$ cat config.mk
export PLATFORM = sky130hd
export DESIGN_NAME = access_gate
export DESIGN_NICKNAME = d
export VERILOG_FILES = /design/src/rtl/access_gate.sv
export SDC_FILE = /design/constraint.sdc
export NUM_CORES = 1
export LEC_CHECK = 0
export BUFFER_PORTS_ARGS = -buffer_cell sky130_fd_sc_hd__clkbuf_2
export CAP_MARGIN = 20
export CORE_AREA = 10 10 63 91
export CTS_CLUSTER_DIAMETER = 150
export DETAILED_ROUTE_END_ITERATION = 12
export DIE_AREA = 0 0 73 101
export GPL_TIMING_DRIVEN = 0
export PLACE_DENSITY = 0.77
export SLEW_MARGIN = 30
export SYNTH_ARGS = -nofsm -noshare
export SYNTH_HDL_FRONTEND = slang
export SYNTH_SLANG_ARGS = --single-unit
$ cat constraint.sdc
create_clock -name clk -period 1.2 [get_ports clk]
set_input_delay 0.24 -clock clk [delete_from_list [all_inputs] [get_ports clk]]
set_output_delay 0.24 -clock clk [all_outputs]
set_load 0.05 [all_outputs]
$ cat src/rtl/access_gate.sv
module access_gate (
  input  logic        clk,
  input  logic        rst_n,
  input  logic        in_valid,
  output logic        in_ready,
  input  logic [31:0] in_status,
  input  logic [31:0] in_vaddr,
  input  logic [1:0]  in_size,
  input  logic [1:0]  in_kind,
  output logic        out_valid,
  input  logic        out_ready,
  output logic [1:0]  out_mode,
  output logic        out_err_mis,
  output logic        out_err_priv,
  output logic [1:0]  out_err_code,
  output logic [31:0] out_paddr,
  output logic        out_mapped,
  output logic        out_uncached
);

  localparam logic [1:0] M_KERN  = 2'b00;
  localparam logic [1:0] M_SUPER = 2'b01;
  localparam logic [1:0] M_USER  = 2'b10;
  localparam logic [1:0] M_ILL   = 2'b11;
  localparam logic [1:0] K_STORE = 2'b10;

  logic [1:0] mode_d;
  logic [3:0] low_mask;
  logic       force_kern, mis_d, unmapped_d, priv_d;
  logic [1:0] code_d;
  logic [31:0] paddr_d;

  assign force_kern = in_status[28] | in_status[2] | in_status[1];

  always_comb begin
    if (force_kern || in_status[4:3] == 2'b00) mode_d = M_KERN;
    else if (in_status[4:3] == 2'b01)          mode_d = M_SUPER;
    else if (in_status[4:3] == 2'b10)          mode_d = M_USER;
    else                                       mode_d = M_ILL;
  end

  always_comb begin
    case (in_size)
      2'd0:    low_mask = 4'b0000;
      2'd1:    low_mask = 4'b0001;
      2'd2:    low_mask = 4'b0011;
      default: low_mask = 4'b0111;
    endcase
  end

  assign mis_d      = |(in_vaddr[3:0] & low_mask);
  assign unmapped_d = (in_vaddr[31:30] == 2'b10);
  assign priv_d     = unmapped_d && (mode_d != M_KERN) && !mis_d;
  assign code_d     = (mis_d || priv_d) ? ((in_kind == K_STORE) ? 2'b10 : 2'b01) : 2'b00;
  assign paddr_d    = unmapped_d ? {3'b000, in_vaddr[28:0]} : in_vaddr;

  assign in_ready = !out_valid || out_ready;

  always_ff @(posedge clk) begin
    if (!rst_n) begin
      out_valid    <= 1'b0;
      out_mode     <= M_KERN;
      out_err_mis  <= 1'b0;
      out_err_priv <= 1'b0;
      out_err_code <= 2'b00;
      out_paddr    <= '0;
      out_mapped   <= 1'b0;
      out_uncached <= 1'b0;
    end else if (in_ready) begin
      out_valid <= in_valid;
      if (in_valid) begin
        out_mode     <= mode_d;
        out_err_mis  <= mis_d;
        out_err_priv <= priv_d;
        out_err_code <= code_d;
        out_paddr    <= paddr_d;
        out_mapped   <= !unmapped_d;
        out_uncached <= in_vaddr[31] & in_vaddr[29];
      end
    end
  end

  a_r5_single_cause: assert property (@(posedge clk) disable iff (!rst_n)
    out_valid |-> $onehot0({out_err_mis, out_err_priv}));

  a_r6_code_matches_cause: assert property (@(posedge clk) disable iff (!rst_n)
    out_valid |-> ((out_err_code != 2'b00) == (out_err_mis || out_err_priv)) && (out_err_code != 2'b11));

  a_r4_priv_only_unmapped: assert property (@(posedge clk) disable iff (!rst_n)
    (out_valid && out_err_priv) |-> (!out_mapped && out_mode != M_KERN));

  a_r7_unmapped_top_clear: assert property (@(posedge clk) disable iff (!rst_n)
    (out_valid && !out_mapped) |-> (out_paddr[31:29] == 3'b000));

  a_r9_hold_stalled: assert property (@(posedge clk) disable iff (!rst_n)
    (out_valid && !out_ready) |=> (out_valid && $stable(out_paddr) && $stable(out_err_code) && $stable(out_mode)));

  a_r9_accept_latency: assert property (@(posedge clk) disable iff (!rst_n)
    (in_valid && in_ready) |=> out_valid);

endmodule

==> results.txt, run 1 <==
Power spread over the standard cell area amounts to 1340 mW/mm^2. Final-layout worst hold slack: 0.166 ns. The analysis attributes to cell leakage a power of 1.09 nW. The width of the die is 73 um, and the actual transition at the worst max-transition pin is 0.385 ns. For the finished layout, the period the worst path requires is 1.17 ns.

STA puts the critical path data required time at 0.96 ns. Cell type with the largest total area after synthesis: dfxtp_1. Setup repair after global routing could not meet its margin everywhere. TritonCTS built the clock tree.

The synthesized netlist devotes 21.3% of its cell area to compound gates. Compared with the post-synthesis result, the final layout area differs by 39.6%. The root buffer cell is clkbuf_8. Across the run, the number of max-cap violations was 0.

The number of nets handed over by synthesis was 254. Top-area cell type share of the netlist area: 50.8%. The logic depth of the worst setup path including buffers was 1; the final hold violation count was 0. For the remaining design rule violation count, the log shows 0. The clock edge transition at the registers on the reported setup and hold paths works out to 0.08 ns. For the worst-skew pair, the clock arrives at the later sink with an insertion delay of 0.29 ns. Buffering stage count on the worst path with inverters included: 1.

Of the synthesized area, sequential elements account for 50.8%. The tools report the synthesis warning total as 0. The sum of internal, switching and leakage power was 3.02 mW. After Yosys synthesis, full adders, half adders and majority gates account for 0% of the synthesized area.

The detailed router finished its first iteration with 33 violations. The async set or reset register ratio after synthesis is 0%, and the number of distinct standard cells referenced by the synthesized netlist is 25. The number of buffers inserted by port buffering was 86.

The worst pin sits at a relative slew slack of 74.4%. The final core area utilization is 54.5%, and the met3 global-route usage is 8.19%. The overall track demand over capacity in global routing was 12.3%. In the synthesized netlist, the number of instances is 182. The worst register-to-register path begins at out_valid. For met2 alone, demand over resource in global routing was 20.6%. The final worst clock skew came out at 0.00971 ns. The path class of the tightest hold or removal check is primary input to flop. The mux contribution to synthesized area is 0%, and the number of max-slew violations in the final report is 0. Among cell families on the critical path, the largest total delay comes from flip-flops. The worst register-to-register path has a depth of 5. The final layout contains 348 nets. The synthesized netlist occupies a cell area of 0.00162 sq mm. The maximum fanout along the worst path is 2, and the met1 usage in global routing is 11.5%. The floorplan has 29 rows. The post-synthesis share of cell area spent on xor and xnor gates was 0%; the number of enable flip-flop cells after synthesis was 0. STA classifies the critical path startpoint as a flop. The worst register-to-register path has a setup slack of 0.05 ns.

The tools report the total of fill cells in the finished design as 425. The tools report the timing endpoint of the critical path as out_err_code[1]. After detailed routing, the number of vias per cell comes to 4.74. Once detail routing completed, the nets flagged for antenna violations numbered 0. The global routing stage identified its most utilized layer as met2. In the final routed layout, each cell accounts on average for 14.1 um. For the area of the die, the log shows 0.00737 sq mm. At the end of routability-driven placement, the weighted congestion stood at 0.785. Static timing analysis puts the maximum clock frequency at 0.854 GHz.

Sorting the synthesized cells by how often they occur yields 68 x nand2_1, 41 x dfxtp_1, 21 x a21boi_1. The via count of the first global-routing pass is 1620, and the number of diodes added for antenna fixing is 0. The worst setup path is captured at an output port. From bottom edge to top edge, the die measures 101 um.

The average instance in the mapped netlist occupies 8.88 sq um. The logs give 1532 for the routed via count and 2 for the buffer depth of the longest clock path. The arrival time reported for the critical path endpoint is 0.93 ns, and the number of setup violations in the final report is 0. First-pass iteration count of the detailed router: 4. Detailed placement ended at an HPWL of 3690 um. After layout, the worst path uses 97.6% of the clock period.

For this run, the leading register cell type out of synthesis is dfxtp_1. TritonCTS buffer count: 5. The run finished with clean final reports.

Entering global routing, the biggest net connects 13 pins. Yosys instantiated no cell more often than nand2_1. The H-tree was split into 2 levels. The run gives 0.00414 sq mm as the core area. After synthesis, the largest family of logic cells by area is simple AND/OR/NAND/NOR gates. In this run the count of I/O pins placed on the die edge is 114.

In this run, synthesis produced a sequential element count of 41. Cells with a size suffix above 1 make up 40.4% of the layout. The first global-routing pass estimated 7290 um of wire. In this run the worst setup path begins at out_err_code[1]. By area the synthesized netlist is led by dfxtp_1 51%, nand2_1 16%, a21boi_1 9.8%, a21boi_0 7.0%, buf_6 3.5%. The capture instance of the worst register-to-register path is out_mapped. The worst voltage drop across the vdd grid was 0.974 mV.

Largest incremental delay on the critical path: 0.35 ns. Of the total synthesized cell area, the portion taken by AND, OR, NAND and NOR gates is 22.0%. Counting every sink on the clock net gives 41. For the overall routed net length, the log shows 4560 um.

By startpoint and endpoint, the worst setup path is classified as flop to output port. Global routing finished with a remaining overflow of 0. Traced cell by cell, the critical path runs through clkbuf_2. Post-CTS timing repair inserted 0 buffers for setup.

The tools report the initial core utilization as 39.1%. The initial antenna violation count was 0. Among all stages on the critical path, the largest delay is contributed by dfxtp_1.
[worst min-delay path by stage]
stage | startpoint | endpoint | slack [ns] | depth (start not counted)
5_1_grt | in_vaddr[8] | out_paddr[8] | 0.17 | 3
4_1_cts | in_vaddr[3] | out_paddr[3] | 0.16 | 3
3_3_place_gp | out_paddr[31] | out_paddr[31] | 0.44 | 2
3_5_place_dp | out_mode[1] | out_mode[1] | 0.44 | 2
6_report | in_vaddr[13] | out_paddr[13] | 0.17 | 3
2_1_floorplan | in_valid | out_valid | 0.37 | 2
[state kept, by name, indices dropped and copies added, names as in the netlist]
name          cells
out_mode          2
out_mapped        1
out_valid         1
out_err_mis       1
out_err_code      2
out_err_priv      1
out_uncached      1
out_paddr        32
[cell families after synthesis]
logic type / after synthesis
AO/OA/AOI/OAI: 45
buffers and inverters: 13
flip-flops: 41
AND/OR/NAND/NOR: 83
[layout make-up]
| type | count | area (sq um) | area share [%] |
|---|---|---|---|
| Sequential cell | 41 | 825 | 36.6 |
| Multi-Input combinational cell | 128 | 724 | 32.1 |
| Timing Repair Buffer | 87 | 464 | 20.6 |
| Buffer | 12 | 97.6 | 4.33 |
| Clock buffer | 6 | 72.6 | 3.22 |
| Tap cell | 46 | 57.6 | 2.55 |
| Clock inverter | 2 | 10.0 | 0.444 |
| Inverter | 1 | 3.75 | 0.166 |
[cell usage in the layout, fill, tap and decap left out, drive strengths merged]
| cell | count |
|---|---|
| inv | 1 |
| clkbuf | 92 |
| buf | 13 |
| a32o | 2 |
| a211oi | 1 |
| nand2 | 69 |
| or2 | 1 |
| dfxtp | 41 |
| a21oi | 2 |
| o211ai | 1 |
| o211a | 2 |
| o32ai | 1 |
| nand2b | 2 |
| nand3 | 5 |
| clkinv | 2 |
| a21boi | 36 |
| nor3 | 1 |
| nor2 | 1 |
| and2 | 1 |
| nand3b | 1 |
| nor2b | 2 |
[stage by stage]
step / instance area [sq um] / setup slack (ns) / setup TNS, ns / instances
2_1_floorplan: 1640 / -0.112 / -1.08 / 182
3_3_place_gp: 2130 / -0.0595 / -0.117 / 314
3_5_place_dp: 2130 / -0.0875 / -0.234 / 314
4_1_cts: 2220 / 0.0197 / 0 / 322
5_1_grt: 2250 / -0.0146 / -0.0297 / 323
6_report: 2250 / 0.0289 / 0 / 323
[timing repair]
action / in CTS / in global routing
endpoints found under the setup margin: 2 / 9
cloned: 0 / 1
hold buffers: 0 / 0
pin swaps: 0 / 2
gates resized for setup: 3 / 7
[power by group]
group	switching, mW	total (mW)	internal (mW)
sequential	0.0364	1.47	1.43
clock	0.460	0.863	0.403
combinational	0.462	0.685	0.224
total	0.958	3.02	2.06
[per-layer routing]
| metal | wire (um) | vias up |
|---|---|---|
| li1 | - | 785 |
| met1 | 1610 | 687 |
| met2 | 2310 | 54 |
| met3 | 577 | 6 |
| met4 | 66 | 0 |
| met5 | 0 | - |
Note: power is estimated with default switching activity, not from simulation.
==> run 2, diff against run 1 <==
CORE_AREA = 10 10 77 112   (was 10 10 63 91)
DIE_AREA = 0 0 87 122   (was 0 0 73 101)
PLACE_DENSITY = not set   (was 0.77)
==> results.txt, run 2 (synthesis gave the netlist of run 1 again) <==
The run finished with clean final reports. Leaving out fill and tap cells, the most frequent cell in the layout is clkbuf_2. For this run, the top clock speed supported by timing is 0.861 GHz.

The tightest hold path in the finished design has a slack of 0.169 ns. Buffering stage count on the worst path with inverters included: 1. Root buffer cell: clkbuf_8. For this run, design rule violations remaining after detail routing come to 0. Data arrives at the worst endpoint at 0.92 ns. The logs give 347 for the final layout net count and 2.25 mW for the design internal power. For the via count of the first global-routing pass, the log shows 1604.

After detailed routing, the average wire length per cell comes to 13.5 um. Number of max-slew violations in the final report: 0. The total area inside the core boundary comes to 0.00671 sq mm.

Leaving out filler cells and counting taps, the final layout contains 354. The routed via count was 1526. The floorplan has 37 rows. The share of total power dissipated in the clock network is 33.0%. The tools report the capture instance of the worst register-to-register path as out_mapped.

Power comes to 3.21 mW. Kind of cell adding the most delay to the critical path: flip-flops. The worst voltage drop across the vdd grid was 0.628 mV; the die height was 122 um. The clock passes through at most 2 buffers.

Number of placed I/O pins: 114. The logic depth of the worst setup path including buffers was 1; the minimum setup slack in the final design was 0.0379 ns. After filler insertion, the fill cell instance count of the layout stands at 704. During placement, the flow inserted port buffers numbering 86.

Summed over all layers, the global routing overflow is 0. The kind of launch point of the worst setup path was a flop. For the post-route cell area, the log shows 0.00231 sq mm. The first global-routing pass estimated 7620 um of wire. The tools report the initial antenna violation count as 0.

The category of the worst setup path capture point is an output port. The launch point of the worst hold path was in_vaddr[26]. Setup repair after global routing left no endpoint under its margin. The worst register-to-register path begins at out_valid. The die covers 0.0106 sq mm. The number of diodes added for antenna fixing came out at 0. Including well taps, the total number of placed cells is 346. At the end of the flow the core is filled with cells to 34.4%. The TritonCTS buffer count is 5. The largest registers in the layout are out_paddr: 32 flops, out_err_code: 2 flops, out_mode: 2 flops. In the layout the commonest cells are 79 x clkbuf_2, 68 x nand2_1, 40 x dfxtp_1, 34 x a21boi_1. The last weighted congestion value of the routability-driven placer was 0.703; the overall track demand over capacity in global routing was 8.96%. The final setup TNS is 0 ns, and the share of cells above drive strength 1 is 40.6%. Among all stages on the critical path, the largest delay is contributed by dfxtp_1. Clock-pin slew was measured on the worst setup and hold paths at 0.07 ns. Once the floorplan was initialized, standard cells occupied 24.1% of the core.

After layout, the minimum clock period comes to 1.16 ns. The first-pass iteration count of the detailed router came out at 3. The worst relative slew slack is 69.1%.

Along the worst path, the maximum fanout reaches 2. The tools report the number of buffers added for setup after CTS as 0. TritonCTS built the clock tree. Dividing the final minimum period by the clock period gives 96.8%. The register name with the most flops is out_paddr. At the placement stage, the worst setup path has a slack of -0.145 ns.

The placed instances occupy a cell area of 0.00217 sq mm. Clock latency reported for the late side of the worst-skew pair: 0.28 ns. Summed over all nets, the half-perimeter wirelength after detailed placement is 3910 um.

The run gives 0 as the number of setup violations in the final report. For the worst flop-to-flop path, the logic depth is 5. The H-tree was split into 2 levels. On the worst path, the slowest cell contributes a delay of 0.35 ns. In this run the static leakage power is 1.09 nW.

The number of stages on the worst hold path works out to 3. Overall routed net length: 4770 um. The count of nets left with antenna violations once routing finished came out at 0. The share of total power dissipated in combinational logic is 21.2%. The critical path is of the flop to output port type. The DRC marker count from the first detailed-route iteration is 24, and the cell area power density is 1390 mW/mm^2. The signal on the critical path passes through clkbuf_2. The run gives 0 as the final hold violation count. The path category of the worst min-delay check was primary input to flop. In this run the power spent charging and discharging nets is 964 uW.

For this design, the CTS-stage hold fixing added 0 buffers. The switching portion of total power is 30.0%. The flop-to-flop setup slack was 0.06 ns. Between clock sinks in the finished design, the worst skew comes to 0.00258 ns. For hold timing, the worst endpoint is out_paddr[26]. The relative contribution of sequential cells to total power is 45.8%, and the width of the die is 87 um.

The actual transition at the worst max-transition pin is 0.464 ns. Entering global routing, the biggest net connects 13 pins. Across the run, the number of max-cap violations was 0. The register with the most flip-flops in the layout has 32 of them. Counting every sink on the clock net gives 41. The area added between synthesis and finish is 42.8%. For the worst setup path, the data required time is 0.96 ns. Using the TritonRoute via totals, the vias-per-cell ratio works out to 4.31.
run 2: power by group through the flow:
stage	clock [mW]	combinational [mW]	sequential [mW]
2_1_floorplan	0	0.205	1.76
3_3_place_gp	0	0.678	1.50
3_5_place_dp	0	0.682	1.50
4_1_cts	1.12	0.688	1.47
5_1_grt	1.15	0.743	1.48
6_report	1.06	0.680	1.47
run 2: layout make-up:
class	count	area [sq um]	area share (%)
plain buffers	12	101	4.39
flip-flops and latches	41	825	35.7
inverters	1	3.75	0.163
clock buffers	8	111	4.83
repair buffers	86	440	19.1
multi-input cells	128	728	31.6
well taps	78	97.6	4.23
run 2: timing repair:
| action | CTS | global route |
|---|---|---|
| setup endpoints to repair | 11 | 37 |
| hold endpoints to repair | 0 | 0 |
| gates resized for setup | 3 | 11 |
| gates cloned | 0 | 0 |
run 2: worst max-delay path by stage:
stage / to / slack (ns) / from
after floorplan: out_err_mis / -0.11 / out_valid
after global placement: out_err_code[0] / -0.12 / in_status[2]
after detailed placement: out_err_code[0] / -0.14 / in_status[2]
after CTS: out_valid / 0.003 / out_valid
after global routing: out_paddr[13] / 0.001 / out_paddr[13]
final: out_mapped / 0.04 / out_mapped
run 2: metal layers:
metal,GRT usage (%),up-vias,share of wire (%)
met1,8.88,680,38
met3,4.68,5,11
met4,3.05,0,0.90
li1,-,787,-
met2,15.5,54,50
met5,0,-,0
